--- src/rtl/vic_pkg.sv ---
package vic_pkg;
  localparam logic [1:0] ADDR_ARM  = 2'd0;
  localparam logic [1:0] ADDR_CTRL = 2'd1;
  localparam logic [1:0] ADDR_EDGE = 2'd2;
  localparam logic [1:0] ADDR_PEND = 2'd3;

  localparam logic [1:0] EDGE_OFF  = 2'b00;
  localparam logic [1:0] EDGE_RISE = 2'b01;
  localparam logic [1:0] EDGE_FALL = 2'b10;
  localparam logic [1:0] EDGE_BOTH = 2'b11;
endpackage

--- src/rtl/vic_sync.sv ---
module vic_sync #(
  parameter int   STAGES  = 2,
  parameter logic RST_VAL = 1'b0
) (
  input  logic clk,
  input  logic rst,
  input  logic d_i,
  output logic q_o
);
  logic [STAGES-1:0] ff_q;

  always_ff @(posedge clk) begin
    if (rst) ff_q <= {STAGES{RST_VAL}};
    else     ff_q <= {ff_q[STAGES-2:0], d_i};
  end

  assign q_o = ff_q[STAGES-1];
endmodule

--- src/rtl/vic_edge_src.sv ---
module vic_edge_src #(
  parameter int SYNC_STAGES = 2
) (
  input  logic       clk,
  input  logic       rst,
  input  logic       async_i,
  input  logic [1:0] mode_i,
  input  logic       clr_i,
  output logic       hit_o,
  output logic       pend_o
);
  logic s_w;
  logic prev_q;
  logic pend_q;

  vic_sync #(.STAGES(SYNC_STAGES), .RST_VAL(1'b0)) u_sync (
    .clk(clk), .rst(rst), .d_i(async_i), .q_o(s_w)
  );

  // mode bit 0 selects rising, bit 1 selects falling
  assign hit_o = (mode_i[0] & s_w & ~prev_q) | (mode_i[1] & ~s_w & prev_q);

  always_ff @(posedge clk) begin
    if (rst) begin
      prev_q <= 1'b0;
      pend_q <= 1'b0;
    end else begin
      prev_q <= s_w;
      if (hit_o)      pend_q <= 1'b1;
      else if (clr_i) pend_q <= 1'b0;
    end
  end

  assign pend_o = pend_q;
endmodule

--- src/rtl/vic_prio.sv ---
module vic_prio #(
  parameter int N_REQ = 5,
  parameter int IDX_W = 3
) (
  input  logic [N_REQ-1:0] req_i,
  output logic             any_o,
  output logic [IDX_W-1:0] idx_o
);
  always_comb begin
    idx_o = '0;
    for (int k = N_REQ - 1; k >= 0; k--) begin
      if (req_i[k]) idx_o = IDX_W'(k);
    end
  end

  assign any_o = |req_i;
endmodule

--- src/rtl/vic_top.sv ---
module vic_top
  import vic_pkg::*;
#(
  parameter  int N_EDGE      = 4,
  parameter  int SYNC_STAGES = 2,
  localparam int VEC_W       = $clog2(N_EDGE + 1),
  localparam int REG_W       = 2 * N_EDGE
) (
  input  logic              clk,
  input  logic              rst,
  input  logic [N_EDGE-1:0] edge_in,
  input  logic              shared_n,
  input  logic              reg_we,
  input  logic [1:0]        reg_addr,
  input  logic [REG_W-1:0]  reg_wdata,
  output logic [REG_W-1:0]  reg_rdata,
  output logic              irq_o,
  input  logic              irq_ack_i,
  output logic [VEC_W-1:0]  vec_o
);
  logic [N_EDGE:0]   arm_q;
  logic              glb_en_q;
  logic [REG_W-1:0]  mode_q;
  logic [N_EDGE-1:0] pend_w;
  logic [N_EDGE-1:0] hit_w;
  logic [N_EDGE-1:0] clr_w;
  logic              shared_s;
  logic [N_EDGE:0]   req_w;
  logic              any_w;
  logic [VEC_W-1:0]  idx_w;
  logic              held_ok;
  logic              irq_q;
  logic [VEC_W-1:0]  vec_q;
  logic [REG_W-1:0]  rdata_q;

  wire pend_wr = reg_we && (reg_addr == ADDR_PEND);
  wire ack_hit = irq_q && irq_ack_i;

  // configuration registers
  always_ff @(posedge clk) begin
    if (rst) begin
      arm_q    <= '0;
      glb_en_q <= 1'b0;
      mode_q   <= {N_EDGE{EDGE_RISE}};
    end else if (reg_we) begin
      case (reg_addr)
        ADDR_ARM:  arm_q    <= reg_wdata[N_EDGE:0];
        ADDR_CTRL: glb_en_q <= reg_wdata[0];
        ADDR_EDGE: mode_q   <= reg_wdata;
        default:   ;
      endcase
    end
  end

  // dedicated edge sources
  for (genvar i = 0; i < N_EDGE; i++) begin : g_src
    assign clr_w[i] = (pend_wr && reg_wdata[i]) ||
                      (ack_hit && (vec_q == VEC_W'(i)));
    vic_edge_src #(.SYNC_STAGES(SYNC_STAGES)) u_src (
      .clk(clk), .rst(rst), .async_i(edge_in[i]),
      .mode_i(mode_q[2*i +: 2]), .clr_i(clr_w[i]),
      .hit_o(hit_w[i]), .pend_o(pend_w[i])
    );
  end

  // shared level wire, idles high
  vic_sync #(.STAGES(SYNC_STAGES), .RST_VAL(1'b1)) u_shared_sync (
    .clk(clk), .rst(rst), .d_i(shared_n), .q_o(shared_s)
  );

  always_comb begin
    req_w = {~shared_s, pend_w} & arm_q;
    if (!glb_en_q) req_w = '0;
  end

  vic_prio #(.N_REQ(N_EDGE + 1), .IDX_W(VEC_W)) u_prio (
    .req_i(req_w), .any_o(any_w), .idx_o(idx_w)
  );

  assign held_ok = req_w[vec_q];

  // request presentation: hold vector while raised
  always_ff @(posedge clk) begin
    if (rst) begin
      irq_q <= 1'b0;
      vec_q <= '0;
    end else if (irq_q) begin
      if (irq_ack_i || !held_ok) irq_q <= 1'b0;
    end else begin
      irq_q <= any_w;
      vec_q <= idx_w;
    end
  end

  // registered read port
  always_ff @(posedge clk) begin
    if (rst) begin
      rdata_q <= '0;
    end else begin
      case (reg_addr)
        ADDR_ARM:  rdata_q <= REG_W'(arm_q);
        ADDR_CTRL: rdata_q <= REG_W'(glb_en_q);
        ADDR_EDGE: rdata_q <= mode_q;
        default:   rdata_q <= REG_W'({~shared_s, pend_w});
      endcase
    end
  end

  assign reg_rdata = rdata_q;
  assign irq_o     = irq_q;
  assign vec_o     = vec_q;
endmodule

--- config.mk ---
export PLATFORM = sky130hd
export DESIGN_NAME = vic_top
export DESIGN_NICKNAME = d
export VERILOG_FILES = /design/src/rtl/vic_pkg.sv /design/src/rtl/vic_sync.sv /design/src/rtl/vic_edge_src.sv /design/src/rtl/vic_prio.sv /design/src/rtl/vic_top.sv
export SDC_FILE = /design/constraint.sdc
export NUM_CORES = 1
export LEC_CHECK = 0
export BUFFER_PORTS_ARGS = -buffer_cell sky130_fd_sc_hd__buf_2
export CORE_MARGIN = 2
export CORE_UTILIZATION = 54
export CTS_CLUSTER_DIAMETER = 80
export DETAILED_ROUTE_END_ITERATION = 12
export HOLD_SLACK_MARGIN = 0.05
export PLACE_DENSITY = 0.77
export SLEW_MARGIN = 0
export SYNTH_ARGS = -nofsm -noshare
export SYNTH_HDL_FRONTEND = slang
export SYNTH_SLANG_ARGS = --single-unit
export TNS_END_PERCENT = 1
--- constraint.sdc ---
create_clock -name clk -period 1.5 [get_ports clk]
set_clock_uncertainty 0.1 [all_clocks]
set_input_delay 0.3 -clock clk [delete_from_list [all_inputs] [get_ports clk]]
set_output_delay 0.3 -clock clk [all_outputs]
set_load 0.005 [all_outputs]
==> impl_metrics.toml <==
[synth]
yosysTopAreaCellShare_pct = 50.4
async_reset_ff_share_pct = 0
synth_seq_cells = 44
postSynthAreaPerCell_sq_um = 9.88
synth_cells = 177
yosysTopAreaCell = "dfxtp_1"
syn_nets = 196
synth-seq-area-share_pct = 50.4
yosysWarningCount = 0
synth-edff-count = 0
synth.most_common_cell = "dfxtp_1"
synth_ff_type = "dfxtp_1"
synthesis.area_sq_mm = 0.00175
yosysUniqueCellTypes = 36
synth_commonest_cells = "44 x dfxtp_1, 21 x nor2_1, 18 x nand2_1"
synthTopCellsByArea = "dfxtp_1 50%, mux2i_1 5.7%, nor2b_1 5.0%, nor2_1 4.5%, nand2_1 3.9%"

[finish]
final_cell_count_no_fill = 259
final_util_pct = 65.9
nets = 233
areaGrowthSynthToFinish_pct = 15.9
n_antenna_cell = 0
drive_gt1_share_pct = 25.1

[timing]
rsz0062_at_grt = "false"
fin_crit_sh_pct = 95.1
worstMarginPinSlew_ns = 0.295
hold_violations = 0
slew_headroom_pct = 80.3
setup_slack_ns = 0.0732
report.final.slew_viol_count = 0
setup_viol = 0
fin_crit_ns = 1.43
fmax_mhz = 701
tns_ns = 0

[min_path]
hold_start = "edge_in[0]"
worst_hold_path.endpoint = "g_src[0].u_src.u_sync.ff_q[0]"
hold_depth = 2
hold_class = "in2reg"

[critical_path]
rr_startpoint = "arm_q[1]"
crit_fanout = 4
path_class = "reg2reg"
worst_r2r_endpoint = "irq_o"
crit_path_max_incr_delay_ns = 0.46
cpLargestDelayFamily = "multiplexers"
cp_slowest_cell = "mux4_2"
crit_required_ns = 1.67
cp_cell_sequence = "nand2_1 -> mux4_2 -> nand4bb_1 -> o311ai_1"
r2r_slack_ns = 0.07
cp_data_arrival_time_ns = 1.59
critPathLaunchType = "flip-flop"
end_kind = "flip-flop"
path_buf_inv = 0
ff2ff_path_depth = 4

[power]
powerDensity_mw_per_mm2 = 983
power.total_mw = 1.99
p_leak_nw = 0.851
peakVddDrop_mv = 0.686

[placed_design]
dp_hpwl_mm = 2.78
pre_cts_slack_ns = 0.0216
place_congestion = 0.952
port_buffers = 30
dp_cells = 250

[global_route]
overflow = 0
grt_pass1_vias = 1328
antenna_found_initial = 0
grt_max_degree = 17
track_usage_pct = 22.7
grt_pass1_wl_mm = 5.98

[route]
drc = 0
finalWirelength_mm = 3.58
vias_per_cell = 5.35
vias = 1385
drt_iter0_drc = 104
drtPass1Iterations = 5
ant_nets = 0
wl_per_cell_um = 13.8

[die]
die-area_sq_mm = 0.00371
initial_core_util_pct = 56.8
rows = 20
coreArea_sq_mm = 0.00308
die_y_um = 60.9
die_w_um = 60.9
io_pins = 31

[cts]
h-tree-depth = 2
cts_tree = "built"
clockRootBuffer = "clkbuf_4"
clk_latency_ns = 0.35
clk_path_buf_depth = 2
cts_buffers = 5
cts.clk_slew.worst_paths_ns = 0.12
clock_sinks = 44
post_cts_buffers = 0

[job]
cap_viol_max_count = 0

[run_status]
status = "completed"
[per-stage QoR]
stage          area (sq um)  hold WS (ns)
6_report               2030        0.0610
5_1_grt                2030        0.0568
3_5_place_dp           1960         0.321
2_1_floorplan          1750         0.289
3_3_place_gp           1960         0.293
4_1_cts                2030        0.0578
[routing by layer]
layer / share of wire [%] / wire length [um] / track usage, % / vias up
met4: 2.8 / 102 / 9.63 / 0
met3: 6.5 / 234 / 6.61 / 11
met5: 0 / 0 / 0 / -
li1: - / - / - / 685
met1: 40 / 1430 / 26.5 / 632
met2: 51 / 1810 / 38.9 / 57
[layout make-up]
type / count / area [sq um]
Fill cell: 256 / 1050
Tap cell: 44 / 55.1
Inverter: 4 / 15.0
Clock buffer: 8 / 58.8
Timing Repair Buffer: 39 / 220
Sequential cell: 44 / 882
Multi-Input combinational cell: 120 / 796
[flip-flops by register name, summed over array words and instances (netlist names)]
signal,flops
vec_o,3
glb_en_q,1
reg_rdata,8
u_shared_sync.ff_q,2
irq_o,1
g_src.u_src.prev_q,4
g_src.u_src.u_sync.ff_q,8
g_src.u_src.pend_o,4
mode_q,8
arm_q,5
[cells in the final DEF (no fill, tap or decap), types with 2 or more instances in the layout]
cell type | Yosys | layout
a211o_1 | 5 | 5
a21oi_1 | 5 | 5
a22o_1 | 2 | 2
a22oi_1 | 4 | 4
a31oi_1 | 3 | 3
and2_1 | 4 | 4
buf_2 | 1 | 30
buf_4 | 2 | 8
clkbuf_1 | 4 | 2
clkbuf_4 | 0 | 5
dfxtp_1 | 44 | 43
inv_1 | 4 | 4
mux2_2 | 3 | 3
mux2i_1 | 10 | 10
mux4_2 | 2 | 2
nand2_1 | 18 | 18
nand3_1 | 2 | 2
nand3b_1 | 6 | 6
nor2_1 | 21 | 21
nor2b_1 | 14 | 14
nor3b_1 | 2 | 2
o211ai_1 | 3 | 3
o21ai_0 | 2 | 2
or2_2 | 2 | 2
[timing repair]
| item | in CTS | in global routing |
|---|---|---|
| setup endpoints to repair | 0 | 1 |
| hold endpoints to repair | 1 | 0 |
| resized for setup | 0 | 1 |
| hold buffers | 1 | 0 |
[worst max path at each step]
| stage | from | to | depth (start not counted) |
|---|---|---|---|
| floorplan | vec_o[1] | irq_o | 3 |
| global route | arm_q[1] | irq_o | 4 |
| global placement | reg_addr[1] | arm_q[4] | 5 |
| finish | arm_q[1] | irq_o | 4 |
| CTS | arm_q[1] | irq_o | 4 |
| detailed placement | reg_addr[1] | arm_q[2] | 5 |
[cells by family after synthesis]
group | count (synthesis) | share of synthesized area (%)
buffers and inverters | 13 | 4.15
AOI/OAI and AO/OA | 27 | 10.9
DFF | 44 | 50.4
and+or+nand+nor | 78 | 24.3
muxes | 15 | 10.2
[power by group]
| group | total (mW) | switching [mW] | leakage, nW | internal (mW) |
|---|---|---|---|---|
| sequential | 1.24 | 0.0264 | 0.360 | 1.21 |
| clock | 0.581 | 0.349 | 0.0326 | 0.232 |
| combinational | 0.174 | 0.0879 | 0.458 | 0.0859 |
Power figures use the tool's default switching activity.
